--- config.mk ---
export PLATFORM = sky130hd
export DESIGN_NAME = trig_seq
export DESIGN_NICKNAME = d
export VERILOG_FILES = /design/src/rtl/pts_pkg.sv /design/src/rtl/pts_sat_ctr.sv /design/src/rtl/pts_period_timer.sv /design/src/rtl/pts_pulse_gen.sv /design/src/rtl/trig_seq.sv
export SDC_FILE = /design/constraint.sdc
export NUM_CORES = 1
export LEC_CHECK = 0
export BUFFER_PORTS_ARGS = -buffer_cell sky130_fd_sc_hd__buf_4
export CAP_MARGIN = 5
export CORE_UTILIZATION = 61
export DETAILED_ROUTE_END_ITERATION = 16
export PLACE_DENSITY_LB_ADDON = 0.15
export SYNTH_ARGS = -nofsm -noshare
export SYNTH_HDL_FRONTEND = slang
export SYNTH_SLANG_ARGS = --single-unit
--- constraint.sdc ---
create_clock -name clk -period 3.8 [get_ports clk]
set_clock_uncertainty 0.05 [all_clocks]
set_input_delay 0.38 -clock clk [delete_from_list [all_inputs] [get_ports clk]]
set_output_delay 0.38 -clock clk [all_outputs]
set_load 0.03 [all_outputs]
--- src/rtl/pts_pkg.sv ---
package pts_pkg;
    // Read-path control flags registered in the top.
    typedef struct packed {
        logic busy;       // a read is outstanding
        logic acq_start;  // read request strobe
        logic pos_ready;  // good position strobe
    } rd_ctl_t;
endpackage

--- src/rtl/pts_sat_ctr.sv ---
module pts_sat_ctr #(
    parameter int W = 8
) (
    input  logic         clk,
    input  logic         rst_n,
    input  logic         clr,
    input  logic         inc,
    output logic [W-1:0] q
);
    localparam logic [W-1:0] MAXV = '1;

    logic [W-1:0] q_d, q_q;

    always_comb begin
        q_d = q_q;
        if (clr)
            q_d = '0;
        else if (inc && q_q != MAXV)
            q_d = q_q + W'(1);
    end

    always_ff @(posedge clk or negedge rst_n) begin
        if (!rst_n) q_q <= '0;
        else        q_q <= q_d;
    end

    assign q = q_q;
endmodule

--- src/rtl/pts_period_timer.sv ---
module pts_period_timer #(
    parameter int PER_W = 32,
    parameter int CNT_W = 16
) (
    input  logic             clk,
    input  logic             rst_n,
    input  logic             start,
    input  logic [PER_W-1:0] period_m1,
    input  logic [CNT_W-1:0] count_m1,
    output logic             running,
    output logic             fire
);
    typedef struct packed {
        logic             run;
        logic [PER_W-1:0] tick;
        logic [CNT_W-1:0] remain;
    } tmr_t;

    tmr_t st_d, st_q;

    assign fire    = st_q.run && (st_q.tick == '0);
    assign running = st_q.run;

    always_comb begin
        st_d = st_q;
        if (start) begin
            st_d.run    = 1'b1;
            st_d.tick   = '0;
            st_d.remain = count_m1;
        end else if (st_q.run) begin
            if (fire && st_q.remain == '0) begin
                st_d.run = 1'b0;
            end else begin
                st_d.tick = (st_q.tick == period_m1) ? '0 : st_q.tick + PER_W'(1);
                if (fire)
                    st_d.remain = st_q.remain - CNT_W'(1);
            end
        end
    end

    always_ff @(posedge clk or negedge rst_n) begin
        if (!rst_n) st_q <= '0;
        else        st_q <= st_d;
    end
endmodule

--- src/rtl/pts_pulse_gen.sv ---
module pts_pulse_gen #(
    parameter int WID_W = 16
) (
    input  logic             clk,
    input  logic             rst_n,
    input  logic             fire,
    input  logic [WID_W-1:0] width_m2,
    output logic             pulse
);
    localparam int CW = WID_W + 1;

    typedef struct packed {
        logic          on;
        logic [CW-1:0] cnt;
    } pg_t;

    pg_t st_d, st_q;

    always_comb begin
        st_d = st_q;
        if (fire) begin
            st_d.on  = 1'b1;
            st_d.cnt = CW'({1'b0, width_m2}) + CW'(1);
        end else if (st_q.on) begin
            if (st_q.cnt == '0) st_d.on  = 1'b0;
            else                st_d.cnt = st_q.cnt - CW'(1);
        end
    end

    always_ff @(posedge clk or negedge rst_n) begin
        if (!rst_n) st_q <= '0;
        else        st_q <= st_d;
    end

    assign pulse = st_q.on;
endmodule

--- src/rtl/trig_seq.sv ---
module trig_seq #(
    parameter int PER_W = 32,
    parameter int CNT_W = 16,
    parameter int WID_W = 16,
    parameter int ACQ_W = 16,
    parameter int ERR_W = 8,
    parameter int OVR_W = 8,
    parameter int IO_W  = 8
) (
    input  logic             clk,
    input  logic             rst_n,
    input  logic [PER_W-1:0] period_m1,
    input  logic [CNT_W-1:0] count_m1,
    input  logic [WID_W-1:0] width_m2,
    input  logic             act_single_pos,
    input  logic             act_start,
    input  logic             act_single_trig,
    input  logic             enc_done,
    input  logic             enc_err,
    input  logic [IO_W-1:0]  gpio_in,
    input  logic             gpio_wr,
    input  logic [IO_W-1:0]  gpio_wr_val,
    input  logic [IO_W-1:0]  gpio_wr_dir,
    output logic             trig_pulse,
    output logic             running,
    output logic             acq_start,
    output logic             pos_ready,
    output logic [ACQ_W-1:0] cnt_acq,
    output logic [ERR_W-1:0] cnt_err,
    output logic [OVR_W-1:0] cnt_ovr,
    output logic [IO_W-1:0]  gpio_in_lat,
    output logic [IO_W-1:0]  gpio_out,
    output logic [IO_W-1:0]  gpio_oe
);
    import pts_pkg::*;

    typedef struct packed {
        rd_ctl_t          rd;
        logic [IO_W-1:0]  gin;
        logic [IO_W-1:0]  pval;
        logic [IO_W-1:0]  pdir;
        logic [IO_W-1:0]  gout;
        logic [IO_W-1:0]  goe;
    } seq_t;

    seq_t st_d, st_q;

    logic fire_run, fire, req, issue, ovr_inc, acq_inc, err_inc;

    pts_period_timer #(.PER_W(PER_W), .CNT_W(CNT_W)) u_tmr (
        .clk      (clk),
        .rst_n    (rst_n),
        .start    (act_start),
        .period_m1(period_m1),
        .count_m1 (count_m1),
        .running  (running),
        .fire     (fire_run)
    );

    pts_pulse_gen #(.WID_W(WID_W)) u_pulse (
        .clk     (clk),
        .rst_n   (rst_n),
        .fire    (fire),
        .width_m2(width_m2),
        .pulse   (trig_pulse)
    );

    pts_sat_ctr #(.W(ACQ_W)) u_cnt_acq (
        .clk(clk), .rst_n(rst_n), .clr(act_start), .inc(acq_inc), .q(cnt_acq)
    );
    pts_sat_ctr #(.W(ERR_W)) u_cnt_err (
        .clk(clk), .rst_n(rst_n), .clr(act_start), .inc(err_inc), .q(cnt_err)
    );
    pts_sat_ctr #(.W(OVR_W)) u_cnt_ovr (
        .clk(clk), .rst_n(rst_n), .clr(act_start), .inc(ovr_inc), .q(cnt_ovr)
    );

    always_comb begin
        fire    = fire_run | act_single_trig;
        req     = fire | act_single_pos;
        issue   = req & ~st_q.rd.busy;
        ovr_inc = req &  st_q.rd.busy;
        acq_inc = enc_done & ~enc_err;
        err_inc = enc_done &  enc_err;

        st_d = st_q;
        st_d.rd.acq_start = issue;
        st_d.rd.pos_ready = acq_inc;
        if (issue)         st_d.rd.busy = 1'b1;
        else if (enc_done) st_d.rd.busy = 1'b0;

        if (gpio_wr) begin
            st_d.pval = gpio_wr_val;
            st_d.pdir = gpio_wr_dir;
        end
        if (fire) begin
            st_d.gin  = gpio_in;
            st_d.gout = st_q.pval;
            st_d.goe  = st_q.pdir;
        end
    end

    always_ff @(posedge clk or negedge rst_n) begin
        if (!rst_n) st_q <= '0;
        else        st_q <= st_d;
    end

    assign acq_start   = st_q.rd.acq_start;
    assign pos_ready   = st_q.rd.pos_ready;
    assign gpio_in_lat = st_q.gin;
    assign gpio_out    = st_q.gout;
    assign gpio_oe     = st_q.goe;
endmodule

==> reports/summary.json <==
{
  "synth_sequential_area_ratio": {"value": 40.8, "unit": "%"},
  "grt.overflow.total": {"value": 0},
  "finalCritPeriodShare": {"value": 69.4, "unit": "%"},
  "setup_viol": {"value": 0},
  "highest_clock_rate": {"value": 379, "unit": "MHz"},
  "die_w": {"value": 122, "unit": "um"},
  "layout_common_cells": {"value": "sky130_fd_sc_hd__buf_4, sky130_fd_sc_hd__dfrtp_1, sky130_fd_sc_hd__nand2_1"},
  "cell_leakage_power": {"value": 4.31, "unit": "nW"},
  "cts_htree_levels": {"value": 4},
  "pwr_density_cell": {"value": 396, "unit": "nW/um2"},
  "grt_start_max_net_pins": {"value": 101},
  "die_height": {"value": 122, "unit": "um"},
  "post-cts-setup-buffer-count": {"value": 0},
  "cts_made_buffers": {"value": 17},
  "synthesis.yosys.warnings": {"value": 0},
  "synth.cell_area": {"value": 8710, "unit": "um2"},
  "routedWlPerCell": {"value": 17.7, "unit": "um"},
  "number_of_antenna_violations_at_the_first_check_in_global_routing": {"value": 0},
  "mostFrequentLayoutCell": {"value": "sky130_fd_sc_hd__buf_4"},
  "worst_ep_arrival_time": {"value": 2.85, "unit": "ns"},
  "crit_path_top_delay_cell": {"value": "sky130_fd_sc_hd__o21ai_2"},
  "timing.critical_path.max_delay_family": {"value": "compound AO/OA/AOI/OAI gates"},
  "post_synth_num_cell_types": {"value": 65},
  "total_power": {"value": 4.07, "unit": "mW"},
  "placement.cell_area": {"value": 9690, "unit": "um2"},
  "final_layout_size_suffix_gt1_share": {"value": 25.0, "unit": "%"},
  "worst_ir_drop_vdd": {"value": 0.270, "unit": "mV"},
  "asyncSetResetFlopFracSynth": {"value": 100, "unit": "%"},
  "timing.critical_path.from_type": {"value": "flip-flop"},
  "holdWs": {"value": -0.0147, "unit": "ns"},
  "drv_slew": {"value": 0},
  "number_of_hold_buffers_added_after_cts": {"value": 0},
  "grt_first_pass_wirelength": {"value": 34800, "unit": "um"},
  "floorplan.core_area": {"value": 13900, "unit": "um2"},
  "setup-tns-final": {"value": 0, "unit": "ns"},
  "clock_tree.root_cell": {"value": "sky130_fd_sc_hd__clkbuf_16"},
  "final_cell_area": {"value": 10300, "unit": "um2"},
  "number_of_global_route_vias_before_repair": {"value": 7004},
  "drt_iter0_markers": {"value": 716},
  "worstSetupEndpointType": {"value": "flip-flop"},
  "post-dp-hpwl": {"value": 14100, "unit": "um"},
  "placementRows": {"value": 43},
  "syn-mean-instance-area": {"value": 9.65, "unit": "um2"},
  "placement.io_buffers": {"value": 155},
  "failed_checks": {"value": "negative hold slack"},
  "path_class": {"value": "flip-flop to flip-flop"},
  "i_o_pins": {"value": 156},
  "clock_tree_from_tritoncts": {"value": "done"},
  "count_of_flip_flops_with_a_built_in_enable_after_synthesis": {"value": 0},
  "path_cells": {"value": "xor2_1 -> nor4_1 -> nand4_1 -> buf_4 -> o21ai_2 -> o211ai_1"},
  "postSynth.topFlopCell": {"value": "sky130_fd_sc_hd__dfrtp_1"},
  "hold_class": {"value": "input pin to asynchronous set/reset pin"},
  "detailed_route_drc_error_count": {"value": 0},
  "route.antenna.remaining_nets": {"value": 0},
  "hold_viol_final": {"value": 3},
  "ys_ff_latch": {"value": 142},
  "design.final.nets": {"value": 1102},
  "cts_resized": {"value": 0},
  "antennaDiodeCount": {"value": 0},
  "clockBufferDepth": {"value": 2},
  "route.vias.total": {"value": 7487},
  "slew_headroom": {"value": 40.0, "unit": "%"},
  "tightestPinTransition": {"value": 0.901, "unit": "ns"},
  "cts.sink_count": {"value": 142},
  "gr-usage-all-layers": {"value": 29.8, "unit": "%"},
  "drt_pass1_iterations": {"value": 5},
  "number_of_buffers_and_inverters_on_the_critical_path": {"value": 1},
  "clk_pin_slew_worst_paths": {"value": 0.06, "unit": "ns"},
  "net_count_of_the_mapped_netlist": {"value": 1008},
  "worst-path-max-fanout": {"value": 39},
  "filler_cell_count": {"value": 1037},
  "clk_latency": {"value": 0.43, "unit": "ns"},
  "die-area": {"value": 14800, "unit": "um2"},
  "gpl.final_weighted_congestion": {"value": 0.889},
  "floorplan.initialDensity": {"value": 62.5, "unit": "%"},
  "rsz_0062_raised_after_global_routing": {"value": "no"},
  "postRouteWirelength": {"value": 21000, "unit": "um"},
  "cp.required": {"value": 4.01, "unit": "ns"},
  "max-cap-violations": {"value": 0},
  "detail_route.vias_per_cell": {"value": 6.29},
  "critPathMaxStageDelay": {"value": 0.70, "unit": "ns"},
  "netlist_instances": {"value": 903},
  "layout-area-overhead-vs-synth": {"value": 18.0, "unit": "%"},
  "period_needed": {"value": 2.64, "unit": "ns"},
  "status": {"value": "complete, but fails checks"}
}
logic make-up after synthesis:
kind of cell    share of synthesized area [%]
simple gates                             23.0
compound gates                           13.7
flops                                    40.8
buf+inv                                  6.40
xor+xnor                                 7.64
mux                                      7.19
fa+ha+maj                                1.29
layer usage:
metal	vias up	wire, um	global-route usage, %
met5	-	0	0
met2	301	10000	46.1
li1	3535	-	-
met3	48	1320	6.20
met4	0	502	11.4
met1	3603	9190	41.1
metrics by stage:
stage	util (%)	instances	hold slack [ns]	setup WS, ns
after floorplan	-	903	0.0344	1.50
after global placement	69.6	1158	0.420	1.26
after detailed placement	69.6	1158	0.433	1.24
after CTS	73.8	1190	0.0426	1.23
after global routing	73.8	1190	0.0596	0.983
final	73.8	1190	-0.0147	1.16
final cells by class:
class,count,area (um2),area share [%]
inverters,17,63.8,0.621
clock buffers,19,433,4.21
flip-flops and latches,142,3550,34.6
clock inverters,13,155,1.51
multi-input cells,657,4620,44.9
repair buffers,162,1230,12.0
well taps,180,225,2.19
cells in the mapped netlist (6+ instances only):
cell | n | share of area, %
sky130_fd_sc_hd__mux2_2 | 42 | 5.4
sky130_fd_sc_hd__buf_2 | 18 | 1.0
sky130_fd_sc_hd__buf_4 | 29 | 2.5
sky130_fd_sc_hd__o31ai_1 | 13 | 1.1
sky130_fd_sc_hd__nor2b_1 | 12 | 0.86
sky130_fd_sc_hd__xor2_1 | 57 | 5.7
sky130_fd_sc_hd__a21oi_1 | 25 | 1.4
sky130_fd_sc_hd__nor2_1 | 59 | 2.5
sky130_fd_sc_hd__and3_1 | 8 | 0.57
sky130_fd_sc_hd__o211ai_1 | 29 | 2.5
sky130_fd_sc_hd__nand2_1 | 65 | 2.8
sky130_fd_sc_hd__nand4b_1 | 6 | 0.60
sky130_fd_sc_hd__or4_1 | 22 | 1.9
sky130_fd_sc_hd__or3_1 | 23 | 1.7
sky130_fd_sc_hd__o21ai_0 | 25 | 1.4
sky130_fd_sc_hd__inv_1 | 17 | 0.73
sky130_fd_sc_hd__nand4_1 | 17 | 1.2
sky130_fd_sc_hd__nand3_1 | 56 | 3.2
sky130_fd_sc_hd__and4_1 | 12 | 1.2
sky130_fd_sc_hd__o221ai_1 | 8 | 0.80
sky130_fd_sc_hd__dfrtp_1 | 142 | 41
sky130_fd_sc_hd__mux2i_1 | 12 | 1.4
sky130_fd_sc_hd__clkbuf_1 | 32 | 1.4
sky130_fd_sc_hd__ha_1 | 9 | 1.3
sky130_fd_sc_hd__nor4_1 | 20 | 1.4
sky130_fd_sc_hd__xnor2_1 | 19 | 1.9
sky130_fd_sc_hd__nor3_1 | 23 | 1.3
sky130_fd_sc_hd__o2111ai_1 | 22 | 2.2
sky130_fd_sc_hd__a31oi_1 | 12 | 0.86
path summary, 6_finish.rpt:
kind | startpoint | to | slack (ns) | cells after the start
max | u_tmr.st_q[26] | u_tmr.st_q[19] | 1.16 | 6
min | rst_n | u_tmr.st_q[12] | -0.01 | 1
max reg2reg | u_tmr.st_q[26] | u_tmr.st_q[19] | 1.16 | 6
min reg2reg | st_q[30] | gpio_out[6] | 0.44 | 1
max in group asynchronous | rst_n | u_cnt_acq.q[5] | 2.97 | 2
min in group clk | enc_done | st_q[42] | 0.11 | 2
power by group:
part	total [mW]	switching [mW]	internal [mW]
logic	0.685	0.385	0.300
clock network	1.66	0.680	0.981
registers	1.73	0.0968	1.63
flip-flops by register name, summed over array words and instances, names as in the netlist:
register and flops:
u_tmr.st_q 48, st_q 17, u_pulse.st_q 17, u_cnt_acq.q 16
gpio_in_lat 8, gpio_oe 8, gpio_out 8, u_cnt_err.q 8
u_cnt_ovr.q 8, acq_start 1, pos_ready 1, u_pulse.pulse 1
u_tmr.running 1
No activity file was read; power rests on OpenSTA's default activity.
